--- src/rtl/hblk_pkg.sv ---
package hblk_pkg;

  typedef struct packed {
    logic ext_sel;
    logic ext_pol;
    logic mask_lvl;
  } hblk_cfg_t;

  function automatic logic pos_usable(input logic [31:0] pos, input logic [31:0] len);
    return (pos != 32'd0) && (pos <= len);
  endfunction

endpackage

--- src/rtl/hblk_shadow.sv ---
module hblk_shadow
  import hblk_pkg::*;
#(
  parameter int CNT_W   = 12,
  parameter int NUM_TOG = 6
) (
  input  logic                     clk,
  input  logic                     rst,
  input  logic                     load,
  input  logic [CNT_W-1:0]         len_in,
  input  logic [NUM_TOG*CNT_W-1:0] pos_in,
  input  hblk_cfg_t                cfg_in,
  output logic [CNT_W-1:0]         len_q,
  output logic [NUM_TOG*CNT_W-1:0] pos_q,
  output hblk_cfg_t                cfg_q,
  output hblk_cfg_t                cfg_eff
);

  always_ff @(posedge clk) begin
    if (rst) begin
      len_q <= '0;
      pos_q <= '0;
      cfg_q <= '0;
    end else if (load) begin
      len_q <= len_in;
      pos_q <= pos_in;
      cfg_q <= cfg_in;
    end
  end

  // the line-start cycle already works with the incoming settings
  assign cfg_eff = load ? cfg_in : cfg_q;

endmodule

--- src/rtl/hblk_line_counter.sv ---
module hblk_line_counter #(
  parameter int CNT_W = 12
) (
  input  logic             clk,
  input  logic             rst,
  input  logic             line_start,
  input  logic [CNT_W-1:0] len_q,
  output logic [CNT_W-1:0] cnt,
  output logic             active
);

  always_ff @(posedge clk) begin
    if (rst) begin
      cnt    <= '0;
      active <= 1'b0;
    end else if (line_start) begin
      cnt    <= '0;
      active <= 1'b1;
    end else if (active) begin
      if (cnt == len_q) begin
        active <= 1'b0;
      end else begin
        cnt <= cnt + 1'b1;
      end
    end
  end

endmodule

--- src/rtl/hblk_toggle_unit.sv ---
module hblk_toggle_unit
  import hblk_pkg::*;
#(
  parameter int CNT_W   = 12,
  parameter int NUM_TOG = 6
) (
  input  logic                     clk,
  input  logic                     rst,
  input  logic                     line_start,
  input  logic                     active,
  input  logic [CNT_W-1:0]         cnt,
  input  logic [CNT_W-1:0]         len_q,
  input  logic [NUM_TOG*CNT_W-1:0] pos_q,
  output logic                     state_next
);

  logic [NUM_TOG-1:0] hit;
  logic               state_q;
  logic               flip;

  for (genvar i = 0; i < NUM_TOG; i++) begin : g_cmp
    logic [CNT_W-1:0] pos_i;
    assign pos_i  = pos_q[i*CNT_W +: CNT_W];
    assign hit[i] = active
                    && pos_usable(32'(pos_i), 32'(len_q))
                    && (pos_i == cnt);
  end

  assign flip       = ^hit;
  assign state_next = line_start ? 1'b0 : (state_q ^ flip);

  always_ff @(posedge clk) begin
    if (rst) state_q <= 1'b0;
    else     state_q <= state_next;
  end

endmodule

--- src/rtl/hblk_ext_sync.sv ---
module hblk_ext_sync #(
  parameter int STAGES = 2
) (
  input  logic clk,
  input  logic rst,
  input  logic d,
  output logic q
);

  logic [STAGES-1:0] chain;

  always_ff @(posedge clk) begin
    if (rst) chain <= '0;
    else     chain <= {chain[STAGES-2:0], d};
  end

  assign q = chain[STAGES-1];

endmodule

--- src/rtl/hblk_gen.sv ---
module hblk_gen
  import hblk_pkg::*;
#(
  parameter int CNT_W   = 12,
  parameter int NUM_TOG = 6,
  parameter int SYNC_N  = 2
) (
  input  logic                     clk,
  input  logic                     rst,
  input  logic                     line_start,
  input  logic [CNT_W-1:0]         line_len,
  input  logic [NUM_TOG*CNT_W-1:0] tog_pos,
  input  logic                     cfg_ext_sel,
  input  logic                     cfg_ext_pol,
  input  logic                     cfg_mask_lvl,
  input  logic                     ext_hblk,
  input  logic                     h1_in,
  output logic                     hblk_out,
  output logic                     h1_out
);

  hblk_cfg_t              cfg_in, cfg_q, cfg_eff;
  logic [CNT_W-1:0]         len_q, cnt;
  logic [NUM_TOG*CNT_W-1:0] pos_q;
  logic                     active, int_next, sync_s, ext_norm;
  logic                     blank_d, h1_d;

  assign cfg_in = '{ext_sel: cfg_ext_sel, ext_pol: cfg_ext_pol, mask_lvl: cfg_mask_lvl};

  hblk_shadow #(.CNT_W(CNT_W), .NUM_TOG(NUM_TOG)) u_shadow (
    .clk(clk), .rst(rst), .load(line_start),
    .len_in(line_len), .pos_in(tog_pos), .cfg_in(cfg_in),
    .len_q(len_q), .pos_q(pos_q), .cfg_q(cfg_q), .cfg_eff(cfg_eff)
  );

  hblk_line_counter #(.CNT_W(CNT_W)) u_count (
    .clk(clk), .rst(rst), .line_start(line_start),
    .len_q(len_q), .cnt(cnt), .active(active)
  );

  hblk_toggle_unit #(.CNT_W(CNT_W), .NUM_TOG(NUM_TOG)) u_toggle (
    .clk(clk), .rst(rst), .line_start(line_start), .active(active),
    .cnt(cnt), .len_q(len_q), .pos_q(pos_q), .state_next(int_next)
  );

  hblk_ext_sync #(.STAGES(SYNC_N)) u_sync (
    .clk(clk), .rst(rst), .d(ext_hblk), .q(sync_s)
  );

  assign ext_norm = ~(sync_s ^ cfg_eff.ext_pol);
  assign blank_d  = cfg_eff.ext_sel ? ext_norm : int_next;
  assign h1_d     = blank_d ? cfg_eff.mask_lvl : h1_in;

  always_ff @(posedge clk) begin
    if (rst) begin
      hblk_out <= 1'b0;
      h1_out   <= 1'b0;
    end else begin
      hblk_out <= blank_d;
      h1_out   <= h1_d;
    end
  end

endmodule

--- config.mk ---
export PLATFORM = sky130hd
export DESIGN_NAME = hblk_gen
export DESIGN_NICKNAME = d
export VERILOG_FILES = /design/src/rtl/hblk_pkg.sv /design/src/rtl/hblk_shadow.sv /design/src/rtl/hblk_line_counter.sv /design/src/rtl/hblk_toggle_unit.sv /design/src/rtl/hblk_ext_sync.sv /design/src/rtl/hblk_gen.sv
export SDC_FILE = /design/constraint.sdc
export NUM_CORES = 1
export LEC_CHECK = 0
export ABC_AREA = 1
export BUFFER_PORTS_ARGS = -buffer_cell sky130_fd_sc_hd__buf_2
export CORE_MARGIN = 2
export CORE_UTILIZATION = 45
export DETAILED_ROUTE_END_ITERATION = 16
export GPL_ROUTABILITY_DRIVEN = 0
export GPL_TIMING_DRIVEN = 0
export HOLD_SLACK_MARGIN = 0.02
export PLACE_DENSITY = 0.61
export SETUP_SLACK_MARGIN = 0.02
export SLEW_MARGIN = 15
export SYNTH_ARGS = -nofsm -noshare
export SYNTH_HDL_FRONTEND = slang
export SYNTH_HIERARCHICAL = 1
export SYNTH_SLANG_ARGS = --single-unit
--- constraint.sdc ---
create_clock -name clk -period 6.1 [get_ports clk]
set_input_delay 0.61 -clock clk [delete_from_list [all_inputs] [get_ports clk]]
set_output_delay 0.61 -clock clk [all_outputs]
set_load 0.03 [all_outputs]
# Yosys cells after proc, flatten, opt, wreduce, memory -nomap -nowiden
# Index checks and enable logic that the tools add are counted.
dict set report word_totals {
  register_bits 105
  in_bits 92
  out_inout_bits 2
  word_cells 63
}
dict set report classes {
  addsub 1
  order_cmp 6
  eq_ne 7
  muxes 7
  n_bitwise 4
  reduce_logical 27
}
# op n
set op_table {}
lappend op_table {{equality test 12 bit} 7}
lappend op_table {{<= comparator 12 bit} 6}
lappend op_table {{nonzero test 12 bit} 6}
lappend op_table {{logical AND 1 bit} 18}
lappend op_table {{adder 12 x 1 -> 12 bit, second input constant} 1}
lappend op_table {{2-to-1 mux 1 bit} 6}
lappend op_table {{XOR reduction 6 bit} 1}
lappend op_table {{2-to-1 mux 3 bit} 1}
lappend op_table {{NOT 1 bit} 2}
lappend op_table {{AND reduction 2 bit} 1}
lappend op_table {{OR reduction 2 bit} 1}
lappend op_table {{bitwise XOR 1 bit} 2}

# Logic depth before layout (Yosys ltp)
dict set report depth {
  word_depth 9
  depth_mapped 23
  mapped_depth_nobuf 23
}

# Modules after synthesis
# The synthesis kept the hierarchy.
# module instances cells_each area_each_um2 seq_area_each_um2
set by_module_without_submodules {}
lappend by_module_without_submodules {hblk_toggle_unit 1 657 3412.0 20.0}
lappend by_module_without_submodules {hblk_shadow 1 389 3108.0 1741.7}
lappend by_module_without_submodules {hblk_line_counter 1 149 867.1 260.2}
lappend by_module_without_submodules {hblk_gen 1 16 106.4 40.0}
lappend by_module_without_submodules {hblk_ext_sync 1 6 55.1 40.0}

# Least setup slack after synthesis
# Ideal clock, no wire load.
dict set report synth_timing {
  path_kind {reg2reg}
  from {reg u_shadow.len_q[11]}
  to {reg h1_out}
  setup_ns 0.115
  arrival_time_ns 2.141
  t_required_ns 5.985
  slack_ns 3.844
  path_stages_with_launch 21
  n_path_buf 0
  period_less_slack_ns 2.256
  path_cell_list {dfxtp_1 inv_1 ha_1 nand2_1 nor2_1 nand2_1 a21oi_1 nor2_1 nor2_1 nor2_1 nand2_1 nand2_1 inv_1 nand2_2 nand2_1 nand2_1 nand3_2 inv_1 or2_4 a21oi_1 nor2_1}
}
dict set report synth_between {
  elab_chain_len 9
  elab_cells_between_ends 29
  cone_classes {order compare: 6; mux: 3; bitwise: 1; reduce/logical: 19}
}
# element line_no
set synth_rtl {}
lappend synth_rtl {{start, declared} hblk_shadow.sv:13} ;# output logic [CNT_W-1:0] len_q,
lappend synth_rtl {{start signal, assigned} hblk_shadow.sv:25} ;# len_q <= len_in;
lappend synth_rtl {{<= comparator 12 bit} hblk_pkg.sv:10} ;# return (pos != 32'd0) && (pos <= len);
lappend synth_rtl {{logical AND 1 bit} hblk_pkg.sv:10}
lappend synth_rtl {{logical AND 1 bit} hblk_toggle_unit.sv:25} ;# && pos_usable(32'(pos_i), 32'(len_q))
lappend synth_rtl {{logical AND 1 bit} hblk_toggle_unit.sv:26} ;# && (pos_i == cnt);
lappend synth_rtl {{XOR reduction 6 bit *} hblk_toggle_unit.sv:29} ;# assign flip = ^hit;
lappend synth_rtl {{bitwise XOR 1 bit *} hblk_toggle_unit.sv:30} ;# assign state_next = line_start ? 1'b0 : (state_q ^ flip);
lappend synth_rtl {{2-to-1 mux 1 bit *} hblk_toggle_unit.sv:30}
lappend synth_rtl {{named net int_next} hblk_gen.sv:25} ;# logic active, int_next, sync_s, ext_norm;
lappend synth_rtl {{2-to-1 mux 1 bit *} hblk_gen.sv:51} ;# assign blank_d = cfg_eff.ext_sel ? ext_norm : int_next;
lappend synth_rtl {{2-to-1 mux 1 bit *} hblk_gen.sv:52} ;# assign h1_d = blank_d ? cfg_eff.mask_lvl : h1_in;
lappend synth_rtl {{end signal, assigned} hblk_gen.sv:57} ;# h1_out <= 1'b0;
lappend synth_rtl {{end signal, assigned} hblk_gen.sv:60} ;# h1_out <= h1_d;
lappend synth_rtl {{end, declared} hblk_gen.sv:19} ;# output logic h1_out
# Mark *: on every way through the listed nets, which the timed path passes. The rest lies on a longest branch.
# A chain may end at the register's enable or synchronous reset.

# Worst setup path in the final report
# Same ends and word-level chain as after synthesis.

==> impl_metrics.toml <==
[status]
status = "completed"

[synthesis]
synthCells = 1217
synth_nets = 1382
ys_seq_elements = 105
syn_area_per_cell_um2 = 6.20
synthTopCellsByArea = "dfxtp_1 (28%), nand2_1 (15%), nor2_1 (12%)"
synth_area_mm2 = 0.00755
synth_warnings = 6
netlist.area_leader.share = 0.278
seq_area_frac_synth = 0.278
yosysTopAreaCell = "dfxtp_1"
ys_types = 34

[cells_and_area]
area_growth_pct = 13.6
drive_gt1_frac = 0.145
mostFrequentLayoutCells = "nand2_1 (303), nor2_1 (251), inv_1 (142)"
fillers = 1771
final_common_cell = "nand2_1"
diodes = 0
postLayoutCellArea_mm2 = 0.00857
final_nets = 1486

[sta]
drv_slew = 0
layout_min_cycle_time_ns = 2.91
finalSetupViolCount = 0
hold_violations = 0
slew-limit-headroom = 0.588
fmax_mhz = 344
tns_ns = 0
finClkSkew_ns = 0.0112
rsz0062_at_grt = "false"
finalCritPeriodShare = 0.477
tightest_slew_ns = 0.617

[die]
die-height_um = 134
fp.dieW_um = 134
die_area_mm2 = 0.0178
io_pins = 94
rows = 47
start_util = 0.458
core_area_mm2 = 0.0165

[global_routing]
grt_pass1_vias = 6796
grtUsageTotal = 0.261
grt.busiest_layer = "met2"
antenna_found_initial = 0
use_met2 = 0.419
grt_pass1_wl_um = 36000
grt_max_degree = 20
met3_usage = 0.0361
overflow = 0
met1_usage = 0.362

[clocking]
cts_buffers = 9
numClockSinks = 105
cts-root-buf = "clkbuf_16"
hold_buffers = 0
clock_path_buffers = 2
worstSkewPairLatency_ns = 0.37
cts_tree = "done"
cts.clk_slew.worst_paths_ns = 0.08
cts-htree-levels = 3
cts_resized = 0
postCtsSetupRepairBufs = 0

[critical_path]
r2r_slack_ns = 3.19
crit_start = "u_shadow/len_q[11]"
path_cells = "inv_1 -> ha_1 -> a21oi_1 -> o21a_1 -> nand2_1 -> nor2_1 -> nor2_1 -> nor2_1 -> inv_1 -> nand2_1 -> nand2_1 -> inv_1 -> nand3_1 -> nand3_2 -> inv_1 -> or2_4 -> a21oi_1 -> nor2_1"
cp.required_ns = 6.36
cp-end-kind = "register"
cp-endpoint = "h1_out"
slowest_stage = "inv_1"
cp_max_fo = 6
timing.rr.end = "h1_out"
crit_type = "register to register"
reg2reg_depth = 18
slowest_delay_ns = 0.44
cp_data_arrival_time_ns = 3.17
r2r_start = "u_shadow/len_q[11]"
cp-start-kind = "register"

[place]
place_area_mm2 = 0.00829
portBuffers = 93
hpwl_um = 16700

[flow_run]
drv_cap = 0

[route]
drt-total-wl_um = 22900
ant_nets = 0
drtIter0Drc = 661
num_vias = 7708
vias_per_cell = 4.99
detail_route.first_pass.iterations = 5
routedWlPerCell_um = 14.8
drcViolationCount = 0

[power_and_ir_drop]
switching_share = 0.337
p_comb_frac = 0.232
p_leak_nw = 4.31
p_clk_frac = 0.327
p_int_mw = 1.18
p_per_area_mw_per_mm2 = 208
pwr-share-seq = 0.440
ir_drop_mv = 0.170
p_sw_uw = 600

[hold_path]
hold_class = "register to register"
cell usage after synthesis:
cell	n
clkinv_1	1
nand4_1	9
xor2_1	3
xnor2_1	9
o21bai_1	4
clkbuf_2	2
or2_4	1
o21ai_0	91
buf_4	4
a21o_1	4
nand2_1	303
o21ai_1	17
o21a_1	3
o211ai_1	2
nor3b_1	1
nand2_2	3
nor4_1	5
a21oi_1	43
nand3b_1	3
o22ai_1	2
nand3_2	3
dfxtp_1	105
or2_2	2
buf_6	7
nor2_1	251
inv_4	1
inv_2	12
inv_1	142
nor2_2	40
buf_2	8
nand3_1	43
nor3_1	6
ha_1	73
clkbuf_1	14
metal layers:
metal / up-vias / share of wire
met3: 33 / 0.063
met2: 242 / 0.44
li1: 4042 / -
met4: 0 / 0.024
met1: 3391 / 0.47
met5: - / 0
critical path: cells and delay by family, from the launching register on:
family	cells	cell delay, ns
and+or+nand+nor	10	1.02
buffers and inverters	4	0.61
DFF	1	0.35
adders and majority gates	1	0.35
AOI/OAI and AO/OA	3	0.47
power groups by stage:
stage | clock network (mW) | logic [mW] | registers, mW
global placement | 0 | 0.401 | 0.799
global route | 0.619 | 0.479 | 0.791
CTS | 0.601 | 0.410 | 0.784
detailed placement | 0 | 0.408 | 0.799
floorplan | 0 | 0.297 | 0.779
finish | 0.583 | 0.414 | 0.784
flip-flops by register name, indices dropped and copies added (netlist names):
signal            flops
u_count/active        1
u_shadow/cfg_q        3
u_count/cnt          12
u_toggle/state_q      1
hblk_out              1
h1_out                1
u_shadow/len_q       12
u_shadow/pos_q       72
u_sync/chain          2
cell type report:
cell class,count,area [um2],area share
Clock buffer,9,225,0.0263
Buffer,35,211,0.0247
Tap cell,220,275,0.0321
Multi-Input combinational cell,921,4650,0.542
Sequential cell,105,2100,0.245
Clock inverter,7,60.1,0.00700
Inverter,156,588,0.0686
Timing Repair Buffer,93,465,0.0543
logic make-up (layout without fill, tap and decap cells):
| logic type | after synthesis | count (layout) | share of synthesized area |
|---|---|---|---|
| AND/OR/NAND/NOR | 670 | 670 | 0.366 |
| buffers and inverters | 191 | 300 | 0.106 |
| AO/OA/AOI/OAI | 166 | 166 | 0.115 |
| flip-flops | 105 | 105 | 0.278 |
| adder cells (fa/ha/maj) | 73 | 73 | 0.121 |
| XOR/XNOR | 12 | 12 | 0.0139 |
metrics by stage:
stage | util | setup WS [ns] | hold slack [ns] | power, mW | std cells
5_1_grt | 0.521 | 2.90 | 0.417 | 1.89 | 1546
2_1_floorplan | - | 3.84 | 0.388 | 1.08 | 1217
6_report | 0.521 | 3.19 | 0.410 | 1.78 | 1546
3_5_place_dp | 0.503 | 3.28 | 0.397 | 1.21 | 1530
4_1_cts | 0.521 | 3.24 | 0.410 | 1.80 | 1546
3_3_place_gp | 0.503 | 3.30 | 0.400 | 1.20 | 1530
worst min path at each step:
stage | startpoint | to | slack (ns) | depth (start not counted)
after floorplan | u_sync/chain[0] | u_sync/chain[1] | 0.39 | 2
after global placement | u_sync/chain[0] | u_sync/chain[1] | 0.40 | 2
after detailed placement | u_sync/chain[0] | u_sync/chain[1] | 0.40 | 2
after CTS | u_sync/chain[0] | u_sync/chain[1] | 0.41 | 2
after global routing | u_sync/chain[0] | u_sync/chain[1] | 0.42 | 2
final | u_sync/chain[0] | u_sync/chain[1] | 0.41 | 2
No activity file was read; power rests on OpenSTA's default activity.
